File: config.mk
export PLATFORM = sky130hd
export DESIGN_NAME = addr_table_engine
export DESIGN_NICKNAME = d
export VERILOG_FILES = /design/src/rtl/addr_table_engine.sv
export SDC_FILE = /design/constraint.sdc
export NUM_CORES = 1
export LEC_CHECK = 0
export BUFFER_PORTS_ARGS = -buffer_cell sky130_fd_sc_hd__buf_2
export CAP_MARGIN = 30
export CORE_MARGIN = 5
export CORE_UTILIZATION = 45
export CTS_CLUSTER_DIAMETER = 60
export DETAILED_ROUTE_END_ITERATION = 7
export PLACE_DENSITY_LB_ADDON = 0.12
export SETUP_SLACK_MARGIN = 0.05
export SYNTH_ARGS = -nofsm -noshare
export SYNTH_HDL_FRONTEND = slang
export SYNTH_SLANG_ARGS = --single-unit
File: constraint.sdc
create_clock -name clk -period 14.7 [get_ports clk]
set_input_delay 2.94 -clock clk [delete_from_list [all_inputs] [get_ports clk]]
set_output_delay 2.94 -clock clk [all_outputs]
set_load 0.1 [all_outputs]
File: src/rtl/addr_table_engine.sv
module addr_table_engine #(
  parameter int DEPTH = 8,
  parameter int DB_W  = 8,
  parameter int NPORT = 8
) (
  input  logic        clk,
  input  logic        rst_n,
  input  logic        wr_en,
  input  logic [2:0]  wr_addr,
  input  logic [15:0] wr_data,
  input  logic [2:0]  rd_addr,
  output logic [15:0] rd_data,
  output logic        busy
);
  localparam int IW = (DEPTH > 1) ? $clog2(DEPTH) : 1;
  localparam int HW = NPORT / 2;
  localparam logic [2:0] A_DBSEL = 3'd0, A_CTRL = 3'd1, A_OP = 3'd2, A_DATA = 3'd3;
  localparam logic [2:0] A_MAC0 = 3'd4, A_MAC1 = 3'd5, A_MAC2 = 3'd6;
  localparam logic [2:0] OP_LOAD = 3'd3, OP_NEXT = 3'd4;
  localparam logic [2:0] OP_FM_ALL = 3'd1, OP_FM_NS = 3'd2, OP_FM_ALL_DB = 3'd5, OP_FM_NS_DB = 3'd6;

  logic [15:0] dbsel_r, ctrl_r, op_r, data_r, mac_r0, mac_r1, mac_r2;
  logic busy_r, fin_r;
  logic [IW-1:0] idx;
  logic hit_v, free_v, best_v;
  logic [IW-1:0] hit_i, free_i, best_i;
  logic [47:0] best_mac;

  logic [47:0]      t_mac [DEPTH];
  logic [DB_W-1:0]  t_db  [DEPTH];
  logic [3:0]       t_st  [DEPTH];
  logic             t_trk [DEPTH];
  logic [NPORT-1:0] t_pv  [DEPTH];

  wire [11:0] db_raw = (DB_W > 8) ? dbsel_r[11:0]
                                  : {4'b0, ctrl_r[15:12], op_r[9:8], op_r[3:0]};
  wire [DB_W-1:0]  cur_db = db_raw[DB_W-1:0];
  wire [47:0]      key    = {mac_r0, mac_r1, mac_r2};
  wire [2:0]       opc    = op_r[14:12];
  wire [3:0]       d_st   = data_r[3:0];
  wire [NPORT-1:0] d_pv   = data_r[4 +: NPORT];
  wire [HW-1:0]    mv_from = d_pv[HW-1:0];
  wire [HW-1:0]    mv_to   = d_pv[2*HW-1:HW];
  wire [NPORT-1:0] from_bit = {{(NPORT-1){1'b0}}, 1'b1} << mv_from;
  wire [NPORT-1:0] to_bit   = {{(NPORT-1){1'b0}}, 1'b1} << mv_to;

  wire [3:0]       e_st  = t_st[idx];
  wire [NPORT-1:0] e_pv  = t_pv[idx];
  wire             e_val = (e_st != 4'd0);
  wire             e_dbm = (t_db[idx] == cur_db);
  wire             e_stat = (e_st >= 4'hE);

  wire start  = wr_en && !busy_r && (wr_addr == A_OP) && wr_data[15];
  wire scan   = busy_r && !fin_r;
  wire is_fm  = (opc == OP_FM_ALL) || (opc == OP_FM_NS) || (opc == OP_FM_ALL_DB) || (opc == OP_FM_NS_DB);
  wire fm_ns  = (opc == OP_FM_NS) || (opc == OP_FM_NS_DB);
  wire fm_sel = e_val && (!opc[2] || e_dbm) && (!fm_ns || !e_stat);
  wire from_hit = |(e_pv & from_bit);
  wire mac_eq   = e_val && e_dbm && (t_mac[idx] == key);
  wire next_ok  = e_val && e_dbm && ((&key) || (t_mac[idx] > key)) &&
                  (!best_v || (t_mac[idx] < best_mac));

  logic [15:0] data_nx;
  always_comb begin
    data_nx = '0;
    data_nx[3:0] = t_st[best_i];
    data_nx[4 +: NPORT] = t_pv[best_i];
    data_nx[15] = t_trk[best_i];
  end

  always_ff @(posedge clk) begin
    if (!rst_n) begin
      dbsel_r <= '0; ctrl_r <= '0; op_r <= '0; data_r <= '0;
      mac_r0 <= '0; mac_r1 <= '0; mac_r2 <= '0;
      busy_r <= 1'b0; fin_r <= 1'b0; idx <= '0;
      hit_v <= 1'b0; free_v <= 1'b0; best_v <= 1'b0;
      hit_i <= '0; free_i <= '0; best_i <= '0; best_mac <= '0;
    end else begin
      if (wr_en && !busy_r) begin
        case (wr_addr)
          A_DBSEL: dbsel_r <= wr_data;
          A_CTRL:  ctrl_r  <= wr_data;
          A_OP:    op_r    <= {1'b0, wr_data[14:0]};
          A_DATA:  data_r  <= wr_data;
          A_MAC0:  mac_r0  <= wr_data;
          A_MAC1:  mac_r1  <= wr_data;
          A_MAC2:  mac_r2  <= wr_data;
          default: ;
        endcase
      end
      if (start) begin
        busy_r <= 1'b1; fin_r <= 1'b0; idx <= '0;
        hit_v <= 1'b0; free_v <= 1'b0; best_v <= 1'b0;
      end else if (scan) begin
        if (opc == OP_LOAD) begin
          if (mac_eq) begin hit_v <= 1'b1; hit_i <= idx; end
          if (!e_val && !free_v) begin free_v <= 1'b1; free_i <= idx; end
        end
        if (opc == OP_NEXT && next_ok) begin
          best_v <= 1'b1; best_i <= idx; best_mac <= t_mac[idx];
        end
        idx <= idx + 1'b1;
        if (idx == IW'(DEPTH - 1)) fin_r <= 1'b1;
      end else if (busy_r) begin
        busy_r <= 1'b0;
        fin_r  <= 1'b0;
        if (opc == OP_NEXT) begin
          if (best_v) begin
            {mac_r0, mac_r1, mac_r2} <= best_mac;
            data_r <= data_nx;
          end else begin
            {mac_r0, mac_r1, mac_r2} <= '1;
            data_r <= '0;
          end
        end
      end
    end
  end

  wire [IW-1:0] ld_i = hit_v ? hit_i : free_i;

  always_ff @(posedge clk) begin
    if (!rst_n) begin
      for (int i = 0; i < DEPTH; i++) begin
        t_mac[i] <= '0; t_db[i] <= '0; t_st[i] <= '0; t_trk[i] <= 1'b0; t_pv[i] <= '0;
      end
    end else if (scan && is_fm && fm_sel) begin
      if (d_st == 4'h0) t_st[idx] <= 4'h0;
      else if (d_st == 4'hF && from_hit) begin
        if (&mv_to) t_st[idx] <= 4'h0;
        else t_pv[idx] <= (e_pv & ~from_bit) | to_bit;
      end
    end else if (busy_r && fin_r && opc == OP_LOAD) begin
      if (d_st != 4'h0) begin
        if (hit_v || free_v) begin
          t_mac[ld_i] <= key; t_db[ld_i] <= cur_db; t_st[ld_i] <= d_st;
          t_trk[ld_i] <= data_r[15]; t_pv[ld_i] <= d_pv;
        end
      end else if (hit_v) t_st[hit_i] <= 4'h0;
    end
  end

  always_comb begin
    case (rd_addr)
      A_DBSEL: rd_data = dbsel_r;
      A_CTRL:  rd_data = ctrl_r;
      A_OP:    rd_data = {busy_r, op_r[14:0]};
      A_DATA:  rd_data = data_r;
      A_MAC0:  rd_data = mac_r0;
      A_MAC1:  rd_data = mac_r1;
      A_MAC2:  rd_data = mac_r2;
      default: rd_data = '0;
    endcase
  end

  assign busy = busy_r;

  p_start_busy_r1: assert property (@(posedge clk) disable iff (!rst_n)
    start |=> busy);
  p_busy_drop_r1: assert property (@(posedge clk) disable iff (!rst_n)
    $fell(busy_r) |-> $past(fin_r));
  p_regs_locked_r2: assert property (@(posedge clk) disable iff (!rst_n)
    scan |=> $stable(mac_r0) && $stable(mac_r1) && $stable(mac_r2) && $stable(data_r) && $stable(op_r));
  p_static_kept_r10: assert property (@(posedge clk) disable iff (!rst_n)
    scan && fm_ns && e_val && e_stat |=> t_st[$past(idx)] == $past(e_st));
  p_end_marker_r8: assert property (@(posedge clk) disable iff (!rst_n)
    busy_r && fin_r && opc == OP_NEXT && !best_v |=> (&{mac_r0, mac_r1, mac_r2}) && data_r == 16'h0);
endmodule

==> out/results.ini <==
[setup_path]
cp_max_fo=40
slowest_stage=o21ai_0
cp_top_family=buffers and inverters
end_kind=output port
reg2reg_depth=14
crit_chain=buf_2, buf_4, nor2b_1, a21oi_1, o21ai_0, buf_2
r2r-end=best_mac[7]$_SDFFE_PN0P_
worstSetupStartpointType=input pin
crit_path_max_incr_delay_ps=920
cpMostUsedCell=buf_2
crit_type=input pin to output port
worstPathArrival_ps=5820
reg2reg_slack_ps=7910
cp.required_ps=11760
crit_buf_inv=3

[clocking]
cts_resized=0
clk_latency_ps=660
root_buffer=clkbuf_16
hold_buffers=0
clock_path_buffers=3
cts_tree=done
cts_htree_levels=3
cts_setup_buffers=0
cts_buffers=83
cts_sinks=734
clkTransAtPathRegs_ps=60

[logic_synthesis]
yosysWarnings=0
netlist-cell-type-count=76
ys_ff_latch=734
netlist_area_mm2=0.0366
ys.flop_type=edfxtp_1
async_flop_share_pct=0
avgSynthCellArea_um2=12.2
synth_edf_count=544
yosysSeqAreaShare_pct=55.1
syn_inst=2985
syn_nets=3107

[floorplan]
die_area_mm2=0.0871
num_rows=104
io-pin-count=42
die_h_um=295
start_util_pct=45.4
coreArea_mm2=0.0805
die_width_um=295

[pwr]
switchingPower_mw=1.10
leakage_nw=14.0
seqPwrFrac_pct=49.5
switching_share_pct=23.5
vdd_drop_max_mv=0.110
clkPwrFrac_pct=44.9
pwr_density_cell_mw_per_mm2=115
comb_power_share_pct=5.6
internal_power_mw=3.56

[placed_design]
dp_hpwl_um=71500
port_buffers=41
globalplace.congestion=0.939

[sta]
setup_violations=0
period_share_pct=59.6
slew_headroom_pct=21.4
rsz0062_at_grt=no
clock.fmax_ghz=0.114
final.setup.tns_ps=0
hold_violations=0
period_minus_slack_ps=8760
fin_worst_skew_ps=27.9
report.final.slew_viol_count=0
worst_pin_slew_ps=1170

[detailed_routing]
via_per_inst=6.29
top_layer=met4
routed_wl_um=115000
wl_met2_um=52100
drc=0
drtIter0Drc=2932
wl_met3_um=10300
num_vias=25520
ant_nets=0
wl_met1_um=49300
drtPass1Iterations=6
wl_per_cell_um=28.4

[hold_path]
hold_path_class=flop to flop
hp-start=best_i[0]$_SDFFE_PN0P_
min_path_cells=2

[cells_and_area]
fin_nets=3048
multi_input_area_mm2=0.0151
drive_gt1_share_pct=16.4
syn_to_final_growth_pct=10.9
finish.utilization_pct=50.3
ff_latch_area_mm2=0.0202
n_fill_cell=7045

[grt]
grt_pass1_wl_um=171000
grt_pass1_vias=25198
track_usage_pct=26.3
antenna_found_initial=8
overflow=0
grt_max_degree=148

[outcome]
status=complete, no violations

[job]
cap_violations=0

-- worst min-delay path: stages, from the launching register on --
cell	delay, ps
dfxtp_1	300
nand2_1	40
mux2i_1	70
-- metrics by stage --
step                      instances  power (mW)  hold WS (ps)  area (um2)  setup slack [ps]
after global routing           4055        4.80           483       40500              6040
after CTS                      4051        4.69           463       40500              6260
after global placement         3890        2.60           437       37600              6160
final                          4060        4.66           458       40600              5940
after detailed placement       3897        2.61           454       37700              6280
after floorplan                2985        2.51           433       36600              5540
-- registers in the layout, summed over array words and instances (netlist names), 15 cells and up, named ones only --
register and flops:
t_st 32, best_mac 48, t_db 64, dbsel_r 16, mac_r1 16, op_r 15, t_pv 64, mac_r0 16
mac_r2 16, t_mac 384, ctrl_r 16, data_r 16
-- kinds of logic after synthesis --
family                   count (synthesis)  share of synthesized area [%]
AND/OR/NAND/NOR                       1054                           14.3
XOR/XNOR                                 5                          0.120
adder cells (fa/ha/maj)                 97                           3.32
multiplexers                           366                           15.7
buffers and inverters                  359                           4.21
flip-flops                             734                           55.1
AO/OA/AOI/OAI                          370                           7.29
-- per-layer routing --
metal	GRT usage [%]	vias up
li1	-	11227
met1	37.7	12959
met2	41.0	1122
met3	5.54	212
met4	7.90	0
met5	0	-
-- how the worst max path moves through the flow --
stage / from / to / slack [ps] / depth (start not counted)
global route: rd_addr[0] / rd_data[5] / 6040 / 6
floorplan: rd_addr[1] / rd_data[0] / 5540 / 5
detailed placement: rd_addr[0] / rd_data[7] / 6280 / 6
CTS: rd_addr[0] / rd_data[7] / 6260 / 6
global placement: rd_addr[1] / rd_data[0] / 6160 / 5
finish: rd_addr[0] / rd_data[14] / 5940 / 6
-- cell usage in the layout, fill, tap and decap left out, types with 14 or more instances in the layout --
cell       netlist  layout
buf_2           15      41
a21oi_1         56      55
nor2_1         112     109
edfxtp_1       544     544
clkbuf_16        0      86
ha_1            97      97
a21boi_0        33      33
mux2_2          52      52
buf_4            2      55
o311a_1         47      47
nand3_1         20      19
mux2i_1        154     154
nand2_1        280     278
dfxtp_1        190     186
and2_1          78      78
nor2b_1         38      38
nand4_1         32      32
nor3_1         323     321
a31oi_1         15      14
mux4_2         160     160
o21ai_0         52      46
and3_1         121     121
inv_1           62      61
a21o_1          24      24
clkinv_2         0      14
clkinv_1        47      59
o22ai_1         16      16
o211ai_1        48      48
-- synth_stat cells, types with 16 or more instances --
cell	n	area share [%]
edfxtp_1	544	45
nor3_1	323	4.4
nand2_1	280	2.9
clkbuf_1	207	2.1
dfxtp_1	190	10
mux4_2	160	9.9
mux2i_1	154	4.2
and3_1	121	2.1
nor2_1	112	1.1
ha_1	97	3.3
and2_1	78	1.3
inv_1	62	0.64
a21oi_1	56	0.77
mux2_2	52	1.6
o21ai_0	52	0.71
o211ai_1	48	0.99
clkinv_1	47	0.48
o311a_1	47	1.3
nor2b_1	38	0.65
a21boi_0	33	0.68
nand4_1	32	0.55
a21o_1	24	0.49
nand3_1	20	0.27
o22ai_1	16	0.27
-- power groups by stage --
stage	Sequential [mW]	Clock, mW	Combinational (mW)
floorplan	2.34	0	0.167
global placement	2.35	0	0.255
detailed placement	2.35	0	0.257
CTS	2.31	2.12	0.259
global route	2.31	2.21	0.278
finish	2.31	2.09	0.260
-- final cells by class --
cell class                 instances  share of cell area (%)
tap                             1060                    3.27
sequential                       734                    49.7
multi-input combinational       1892                    37.2
clock inverter                    46                    1.06
clock buffer                     108                    5.74
timing repair buffer             106                    1.99
antenna                            5                  0.0309
inverter                         109                    1.01
No activity file was read; power rests on OpenSTA's default activity.
